--- src/rtl/ltcg_pkg.sv ---
package ltcg_pkg;
  localparam int DATA_BITS   = 64;
  localparam int SYNC_BITS   = 16;
  localparam int FRAME_BITS  = DATA_BITS + SYNC_BITS;
  localparam int LEAD_BITS   = 8;
  localparam int RELOAD_IDX  = FRAME_BITS - LEAD_BITS;
  localparam int IDX_W       = $clog2(FRAME_BITS);
  localparam int DATA_IDX_W  = $clog2(DATA_BITS);
  localparam int SYNC_IDX_W  = $clog2(SYNC_BITS);
  // time order: MSB first
  localparam logic [SYNC_BITS-1:0] SYNC_WORD = 16'b0011_1111_1111_1101;

  typedef enum logic [1:0] {ST_IDLE, ST_WAIT, ST_RUN} ltcg_state_e;
endpackage

--- src/rtl/ltcg_half_timer.sv ---
module ltcg_half_timer #(
  parameter int HALF_W = 16
) (
  input  logic              clk,
  input  logic              rst_n,
  input  logic              run,
  input  logic [HALF_W-1:0] half_len,
  output logic              tick
);
  logic [HALF_W-1:0] cnt;
  logic [HALF_W:0]   cnt_inc;

  assign cnt_inc = {1'b0, cnt} + 1'b1;
  assign tick    = run && (cnt_inc >= {1'b0, half_len});

  always_ff @(posedge clk) begin
    if (!rst_n)            cnt <= '0;
    else if (!run || tick) cnt <= '0;
    else                   cnt <= cnt + 1'b1;
  end
endmodule

--- src/rtl/ltcg_bit_pick.sv ---
module ltcg_bit_pick
  import ltcg_pkg::*;
(
  input  logic [DATA_BITS-1:0] shadow,
  input  logic [IDX_W-1:0]     bidx,
  output logic                 cur_bit
);
  always_comb begin
    if (bidx[DATA_IDX_W])
      cur_bit = SYNC_WORD[~bidx[SYNC_IDX_W-1:0]];
    else
      cur_bit = shadow[bidx[DATA_IDX_W-1:0]];
  end
endmodule

--- src/rtl/ltcg_frame_ctrl.sv ---
module ltcg_frame_ctrl
  import ltcg_pkg::*;
(
  input  logic                 clk,
  input  logic                 rst_n,
  input  logic                 enable,
  input  logic                 start_sync,
  input  logic [DATA_BITS-1:0] frame_data,
  input  logic                 tick,
  input  logic                 cur_bit,
  output ltcg_state_e          st,
  output logic [IDX_W-1:0]     bidx,
  output logic [DATA_BITS-1:0] shadow,
  output logic                 loaded,
  output logic                 cell_start,
  output logic                 mid_flip
);
  localparam logic [IDX_W-1:0] LAST_IDX = IDX_W'(FRAME_BITS - 1);
  localparam logic [IDX_W-1:0] LOAD_IDX = IDX_W'(RELOAD_IDX);

  logic second_half;
  logic keep_going;

  assign cell_start = (st == ST_WAIT && enable && start_sync) ||
                      (st == ST_RUN && tick && second_half &&
                       (bidx != LAST_IDX || keep_going));
  assign mid_flip   = st == ST_RUN && tick && !second_half && cur_bit;

  always_ff @(posedge clk) begin
    if (!rst_n) begin
      st          <= ST_IDLE;
      bidx        <= '0;
      shadow      <= '0;
      loaded      <= 1'b0;
      second_half <= 1'b0;
      keep_going  <= 1'b0;
    end else begin
      loaded <= 1'b0;
      unique case (st)
        ST_IDLE: if (enable) begin
          shadow <= frame_data;
          loaded <= 1'b1;
          st     <= ST_WAIT;
        end
        ST_WAIT: begin
          if (!enable) st <= ST_IDLE;
          else if (start_sync) begin
            st          <= ST_RUN;
            bidx        <= '0;
            second_half <= 1'b0;
            keep_going  <= 1'b0;
          end
        end
        ST_RUN: if (tick) begin
          if (!second_half) second_half <= 1'b1;
          else begin
            second_half <= 1'b0;
            if (bidx == LAST_IDX) begin
              if (keep_going) bidx <= '0;
              else            st   <= ST_IDLE;
            end else begin
              bidx <= bidx + 1'b1;
              if (bidx + 1'b1 == LOAD_IDX) begin
                keep_going <= enable;
                if (enable) begin
                  shadow <= frame_data;
                  loaded <= 1'b1;
                end
              end
            end
          end
        end
        default: st <= ST_IDLE;
      endcase
    end
  end

  assert_loaded_pulse_R2: assert property (@(posedge clk) disable iff (!rst_n)
    loaded |=> !loaded);

  assert_reload_slot_R6: assert property (@(posedge clk) disable iff (!rst_n)
    (loaded && st == ST_RUN) |-> (bidx == LOAD_IDX && !second_half));
endmodule

--- src/rtl/ltcg_bmc_line.sv ---
module ltcg_bmc_line (
  input  logic clk,
  input  logic rst_n,
  input  logic cell_start,
  input  logic mid_flip,
  output logic line
);
  always_ff @(posedge clk) begin
    if (!rst_n)                     line <= 1'b0;
    else if (cell_start || mid_flip) line <= ~line;
  end

  assert_one_edge_per_tick_R4: assert property (@(posedge clk) disable iff (!rst_n)
    !(cell_start && mid_flip));
endmodule

--- src/rtl/ltcg_top.sv ---
module ltcg_top
  import ltcg_pkg::*;
#(
  parameter int HALF_W = 16
) (
  input  logic                 clk,
  input  logic                 rst_n,
  input  logic                 enable,
  input  logic                 start_sync,
  input  logic [HALF_W-1:0]    half_len,
  input  logic [DATA_BITS-1:0] frame_data,
  output logic                 line_out,
  output logic                 loaded
);
  ltcg_state_e          st;
  logic [IDX_W-1:0]     bidx;
  logic [DATA_BITS-1:0] shadow;
  logic                 tick, cur_bit, cell_start, mid_flip;

  ltcg_half_timer #(.HALF_W(HALF_W)) u_timer (
    .clk(clk), .rst_n(rst_n), .run(st == ST_RUN), .half_len(half_len), .tick(tick)
  );

  ltcg_bit_pick u_pick (.shadow(shadow), .bidx(bidx), .cur_bit(cur_bit));

  ltcg_frame_ctrl u_ctrl (
    .clk(clk), .rst_n(rst_n), .enable(enable), .start_sync(start_sync),
    .frame_data(frame_data), .tick(tick), .cur_bit(cur_bit), .st(st),
    .bidx(bidx), .shadow(shadow), .loaded(loaded),
    .cell_start(cell_start), .mid_flip(mid_flip)
  );

  ltcg_bmc_line u_line (
    .clk(clk), .rst_n(rst_n), .cell_start(cell_start), .mid_flip(mid_flip), .line(line_out)
  );

  assert_idle_line_hold_R7: assert property (@(posedge clk) disable iff (!rst_n)
    (st == ST_IDLE) |=> $stable(line_out));

  assert_wait_silent_R3: assert property (@(posedge clk) disable iff (!rst_n)
    (st == ST_WAIT && !start_sync) |=> $stable(line_out));
endmodule

--- config.mk ---
export PLATFORM = sky130hd
export DESIGN_NAME = ltcg_top
export DESIGN_NICKNAME = d
export VERILOG_FILES = /design/src/rtl/ltcg_pkg.sv /design/src/rtl/ltcg_half_timer.sv /design/src/rtl/ltcg_bit_pick.sv /design/src/rtl/ltcg_frame_ctrl.sv /design/src/rtl/ltcg_bmc_line.sv /design/src/rtl/ltcg_top.sv
export SDC_FILE = /design/constraint.sdc
export NUM_CORES = 1
export LEC_CHECK = 0
export ABC_AREA = 1
export BUFFER_PORTS_ARGS = -buffer_cell sky130_fd_sc_hd__buf_2
export CAP_MARGIN = 20
export CORE_AREA = 2 2 96 98
export DETAILED_ROUTE_END_ITERATION = 10
export DIE_AREA = 0 0 98 100
export PLACE_DENSITY = 0.9
export SYNTH_ARGS = -nofsm -noshare
export SYNTH_HDL_FRONTEND = slang
export SYNTH_SLANG_ARGS = --single-unit
--- constraint.sdc ---
create_clock -name clk -period 3.4 [get_ports clk]
set_input_delay 0 -clock clk [delete_from_list [all_inputs] [get_ports clk]]
set_output_delay 0 -clock clk [all_outputs]
set_load 0.05 [all_outputs]
==> results of run 1 <==
## layer usage
metal  vias up  routed length, um
li1       2581                  -
met1      2285               5055
met2       204               6849
met3        30                741
met4         0                288
met5         -                  0
## cell families (layout without fill, tap and decap cells)
| logic type | count (synthesis) | in the layout | share of synthesized area (%) |
|---|---|---|---|
| DFF | 93 | 93 | 38.64 |
| adders and majority gates | 19 | 19 | 4.934 |
| AOI/OAI and AO/OA | 106 | 106 | 11.30 |
| xor gates and xnor gates | 11 | 11 | 1.999 |
| buffers and inverters | 99 | 246 | 9.764 |
| and+or+nand+nor | 394 | 394 | 33.37 |
## worst min-delay path by stage
stage                              start           endpoint  slack (ns)  depth (start not counted)
after floorplan               start_sync       u_ctrl.st[0]        0.11                          1
after global placement        start_sync       u_ctrl.st[0]        0.22                          2
after detailed placement  frame_data[57]  u_ctrl.shadow[57]        0.24                          3
after CTS                          rst_n  u_ctrl.keep_going        0.38                          3
after global routing               rst_n  u_ctrl.keep_going        0.22                          3
final                              rst_n  u_ctrl.keep_going        0.20                          3
## area by class of cell
class                      count  area [um^2]
clock buffer                  10        137.6
clock inverter                 6        73.82
fill                         686         2653
inverter                      66        250.2
multi-input combinational    530         2519
sequential                    93         1862
tap                          111        138.9
timing repair buffer         164         1256
## stage by stage
stage,instance area (um^2),cells,setup slack [ns]
after floorplan,4818,722,0.5673
after global placement,5283,896,0.2429
after detailed placement,5283,896,0.1253
after CTS,6165,979,0.1056
final,6237,980,0.2651
after global routing,6237,980,-0.03162
## flip-flops by register name, summed over array words and instances (netlist names)
register,count
u_ctrl.shadow,64
u_timer.cnt,16
u_ctrl.bidx,7
u_ctrl.st,2
u_ctrl.loaded,1
u_line.line,1
u_ctrl.second_half,1
u_ctrl.keep_going,1
## cell usage in the layout, fill, tap and decap left out, drive strengths merged, types with 5 or more instances in the layout
| cell | instances |
|---|---|
| a21oi | 24 |
| ha | 19 |
| clkbuf | 10 |
| dfxtp | 93 |
| o21ai | 78 |
| xor2 | 10 |
| inv | 68 |
| nor2 | 182 |
| buf | 97 |
| nand4 | 5 |
| nand3 | 62 |
| dlygate4sd3 | 67 |
| nand2 | 138 |
## worst reg2reg max path: cells and delay by family (launching register included)
kind | cells | cell delay (ns)
fa+ha+maj | 1 | 0.32
buf+inv | 3 | 0.28
flops | 1 | 0.39
xor+xnor | 1 | 0.17
compound gates | 1 | 0.16
simple gates | 13 | 1.73
## where the power goes
group	internal, mW	total, mW	switching, mW
Clock	0.372	0.783	0.411
Sequential	1.17	1.23	0.0531
Combinational	0.215	0.468	0.253
## what timing repair did
action                     CTS  global route
resized for setup            0            11
setup endpoints to repair    0            73
hold endpoints to repair    66             0
hold buffers                67             0
==> summary.md, run 1 <==
| Metric | Value |
|---|---|
| Status | completed |
| Worst-margin pin slew | 0.7089 ns |
| Kind of critical path | reg2reg |
| Hpwl dp | 7641 um |
| Vias per cell | 5.204 |
| H-tree depth | 3 |
| CTS tree | built |
| GRT busiest layer | met2 |
| Syn nets | 825 |
| Power per Cell Area | 397.0 nW/um^2 |
| Worst-path clk slew | 0.09 ns |
| Final net count | 967 |
| Routing usage on met1 | 29.87% |
| RR Startpoint | u_timer.cnt[0] |
| CTS Root Cell | clkbuf_8 |
| DRC | 0 |
| Die area | 9800 um^2 |
| Via count | 5100 |
| Worst EP arrival | 3.38 ns |
| Syn_area_per_cell | 6.674 um^2 |
| IO Count | 86 |
| Met2 GRT Util | 50.68% |
| Final hold violation count | 0 |
| Area delta synth->final | 29.45% |
| Count of cell types in the netlist | 32 |
| Routing usage on met3 | 4.666% |
| Yosys warns | 0 |
| Dominant synthesized flop cell | dfxtp_1 |
| Share of cells above drive strength 1 | 14.84% |
| CP endpoint | u_ctrl.shadow[9] |
| Number of synthesized register bits | 93 |
| Vias in the first global route | 4934 |
| Max incr delay on CP | 0.39 ns |
| First-pass GRT wire length | 21430 um |
| Clock skew | 0.01702 ns |
| Area fraction of the dominant cell type after synthesis | 38.64% |
| Setup Fix Bufs, Post-CTS | 0 |
| Most frequent cell after synthesis | nor2_1 |
| Hold slack | 0.2040 ns |
| Worst hold path class | in2reg |
| R2R Path End | u_ctrl.shadow[9] |
| Row count | 35 |
| Worst-Skew Late Latency | 0.36 ns |
| Initial drt markers | 326 |
| Most instantiated cells after synthesis | nor2_1, nand2_1, dfxtp_1 |
| # port buffers | 85 |
| GRT Util Overall | 26.50% |
| Leak Pwr | 2.930 nW |
| Peak Freq | 319.0 MHz |
| Sequential fraction of the synthesis area | 38.64% |
| Largest net degree at the start of global routing | 77 |
| Total power | 2.476 mW |
| Clock sinks | 93 |
| Crit path from | u_timer.cnt[0] |
| Cell depth of the worst setup path | 19 |
| Peak supply drop | 268.5 uV |
| Slowest cell on the critical path | dfxtp_1 |
| Inserted Diodes | 0 |
| Ranking of synthesized cells by area | dfxtp_1, nor2_1, nand2_1 |
| Grt total ovfl | 0 |
| Die Wd | 98 um |
| Chip Height | 100 um |
| Antenna-violating nets left | 0 |
| Wire length per cell | 13.20 um |
| Worst reg-to-reg setup slack | 0.27 ns |
| DRT Pass-1 Iters | 5 |
| Final setup vio count | 0 |
| Post-synth EDFFs | 0 |
| Leading area contributor after synthesis | dfxtp_1 |
| Slew HR | 52.74% |
| CP Max Fanout | 30 |
| Cts bufs inserted | 9 |
| WL final | 12930 um |
| Synth Cell Area | 4818 um^2 |
| Required @ worst endpoint | 3.65 ns |
| Synth async-reset ratio | 0% |
| Initial Utilization | 54.20% |
| Max Slew Vio Count | 0 |
| R2R depth | 19 |
| Max-cap violations | 0 |
| CP delay by family, top | simple AND/OR/NAND/NOR gates |
| CTS Buffer Depth | 2 |
| Routability Congestion | 0.9159 |
| Initial antenna violation count | 0 |
| Core Box Area | 8890 um^2 |
| Fin crit period | 3.135 ns |
| Final period util | 92.20% |
| Setup TNS Final | 0 ns |
| Buf/Inv on CP | 3 |
| Startpoint Class | flop |
| Crit. End Element | flop |
| CP cell instances | nand3_1, nor2_2, nand2_1, nor2_1, nand2_1, nor3_2, nand3_1, xor2_2, inv_1, ha_1, a21oi_1, nand3_1, nor2_4, nand3_2, nand2_4, inv_4, buf_12, nor2_1, nor2_1 |
| Syn Inst Count | 722 |
| Util after Layout | 70.16% |
No activity file was read; power rests on OpenSTA's default activity.
==> run 2: changes to the inputs <==
Settings changed: RECOVER_POWER set to 50.
==> run 2 against run 1 <==
  * Setup slack got worse by 0.0035 ns
  * Global-route usage did not move
  * Clock power barely moved
  * Via count fell by 0.25%
  * Highest routed layer unchanged
==> summary.md, run 2 (same netlist as run 1, synthesis figures left out) <==
| Metric | Value |
|---|---|
| Slowest cell on the critical path | dfxtp_1 |
| Die area | 9800 um^2 |
| Via count | 5087 |
| Required @ worst endpoint | 3.65 ns |
| Placed cell count | 896 |
| Util after Layout | 70.11% |
| Regs by FF count | u_ctrl.shadow x64, u_timer.cnt x16, u_ctrl.bidx x7 |
| Clock skew | 0.01713 ns |
| # port buffers | 85 |
| DRC | 0 |
| Most common cell after layout, fill and taps aside | nor2_1 |
| Initial antenna violation count | 0 |
| Core Box Area | 8890 um^2 |
| Initial Utilization | 54.20% |
| Worst-path clk slew | 0.09 ns |
| Share of cells above drive strength 1 | 14.61% |
| Final net count | 967 |
| IO Count | 86 |
| Largest Register | u_ctrl.shadow |
| Hold slack | 0.2048 ns |
| WL final | 12970 um |
| Max incr delay on CP | 0.39 ns |
| Grt total ovfl | 0 |
| Status | completed |
| Row count | 35 |
| Kind of critical path | reg2reg |
| First-pass GRT wire length | 21430 um |
| Final setup vio count | 0 |
| Final hold violation count | 0 |
| Power per Cell Area | 397.4 nW/um^2 |
| CTS Root Cell | clkbuf_8 |
| Inserted Diodes | 0 |
| GRT Util Overall | 26.50% |
| Largest net degree at the start of global routing | 77 |
| Vias per cell | 5.191 |
| Die Wd | 98 um |
| Final period util | 92.31% |
| Routability Congestion | 0.9159 |
| Cts bufs inserted | 9 |
| Slew HR | 52.65% |
| Setup TNS Final | 0 ns |
| CTS Buffer Depth | 2 |
| DRT Pass-1 Iters | 4 |
| Hpwl dp | 7641 um |
| Wire length per cell | 13.23 um |
| CP cell instances | nand3_1, nor2_2, nand2_1, nor2_1, nand2_1, nor3_2, nand3_1, xor2_2, inv_1, ha_1, a21oi_1, nand3_1, nor2_4, nand3_2, nand2_4, inv_4, buf_12, nor2_1, nor2_1 |
| H-tree depth | 3 |
| Chip Height | 100 um |
| Startpoint Class | flop |
| Most frequent cells in the layout | nor2_1, nand2_1, dfxtp_1 |
| Peak Freq | 318.6 MHz |
| Max-cap violations | 0 |
| CP Max Fanout | 30 |
| Antenna-violating nets left | 0 |
| Worst hold path class | in2reg |
| Largest register FFs | 64 |
| Leak Pwr | 2.921 nW |
| Total power | 2.476 mW |
| Vias in the first global route | 4934 |
| Area delta synth->final | 29.34% |
| Clock sinks | 93 |
| Worst-Skew Late Latency | 0.36 ns |
| Peak supply drop | 268.5 uV |
| Initial drt markers | 326 |
| Worst-margin pin slew | 0.7103 ns |
| Worst EP arrival | 3.39 ns |
| Finished Layout Cells | 980 |
| CTS tree | built |
| Max Slew Vio Count | 0 |
| Crit. End Element | flop |
| Fin crit period | 3.138 ns |
==> run 2: cell types whose count changed in the layout (fill, tap and decap cells not counted), sizes merged <==
cell,delta
buf,-3
clkbuf,+3
==> run 2: final timing paths <==
kind	from	slack, ns	depth (start not counted)	endpoint
min reg2reg	u_timer.cnt[0]	0.49	1	u_timer.cnt[0]
min	rst_n	0.20	3	u_ctrl.keep_going
max reg2reg	u_timer.cnt[0]	0.26	19	u_ctrl.shadow[9]
max	u_timer.cnt[0]	0.26	19	u_ctrl.shadow[9]
==> run 2: final cells by class <==
| type | count | area [um^2] |
|---|---|---|
| inverters | 66 | 250.2 |
| flip-flops and latches | 93 | 1862 |
| clock buffers | 10 | 137.6 |
| clock inverters | 6 | 73.82 |
| fillers | 686 | 2658 |
| multi-input cells | 530 | 2519 |
| repair buffers | 164 | 1251 |
| well taps | 111 | 138.9 |
==> run 2: critical path: cells and delay by family, from the launching register on <==
family	cells	cell delay, ns
DFF	1	0.39
adders and majority gates	1	0.32
xor gates and xnor gates	1	0.17
AOI/OAI and AO/OA	1	0.16
buffers and inverters	3	0.28
and+or+nand+nor	13	1.72
==> run 2: where the power goes <==
group          switching (mW)  internal [mW]  total (mW)  leakage, nW
clock network           0.411          0.372       0.783        0.108
registers              0.0533           1.17        1.23        0.766
logic                   0.253          0.215       0.468         2.05
==> run 2: repair_timing <==
action,CTS,global route
gates resized for setup,0,11
endpoints found under the hold margin,66,0
hold buffers,67,0
setup endpoints to repair,0,73
buffers inserted,0,0
==> run 2: routing by layer <==
metal  global-route usage [%]  up-vias  share of wire [%]
met5                        0        -                  0
met4                    8.226        0                2.2
met3                    4.666       28                5.8
met2                    50.68      201                 53
met1                    29.87     2278                 39
li1                         -     2580                  -
==> run 2: through the flow <==
stage / setup WS, ns / area [um^2]
6_report: 0.2616 / 6232
5_1_grt: -0.03162 / 6232
3_3_place_gp: 0.2429 / 5283
3_5_place_dp: 0.1253 / 5283
4_1_cts: 0.1056 / 6165
2_1_floorplan: 0.5673 / 4818
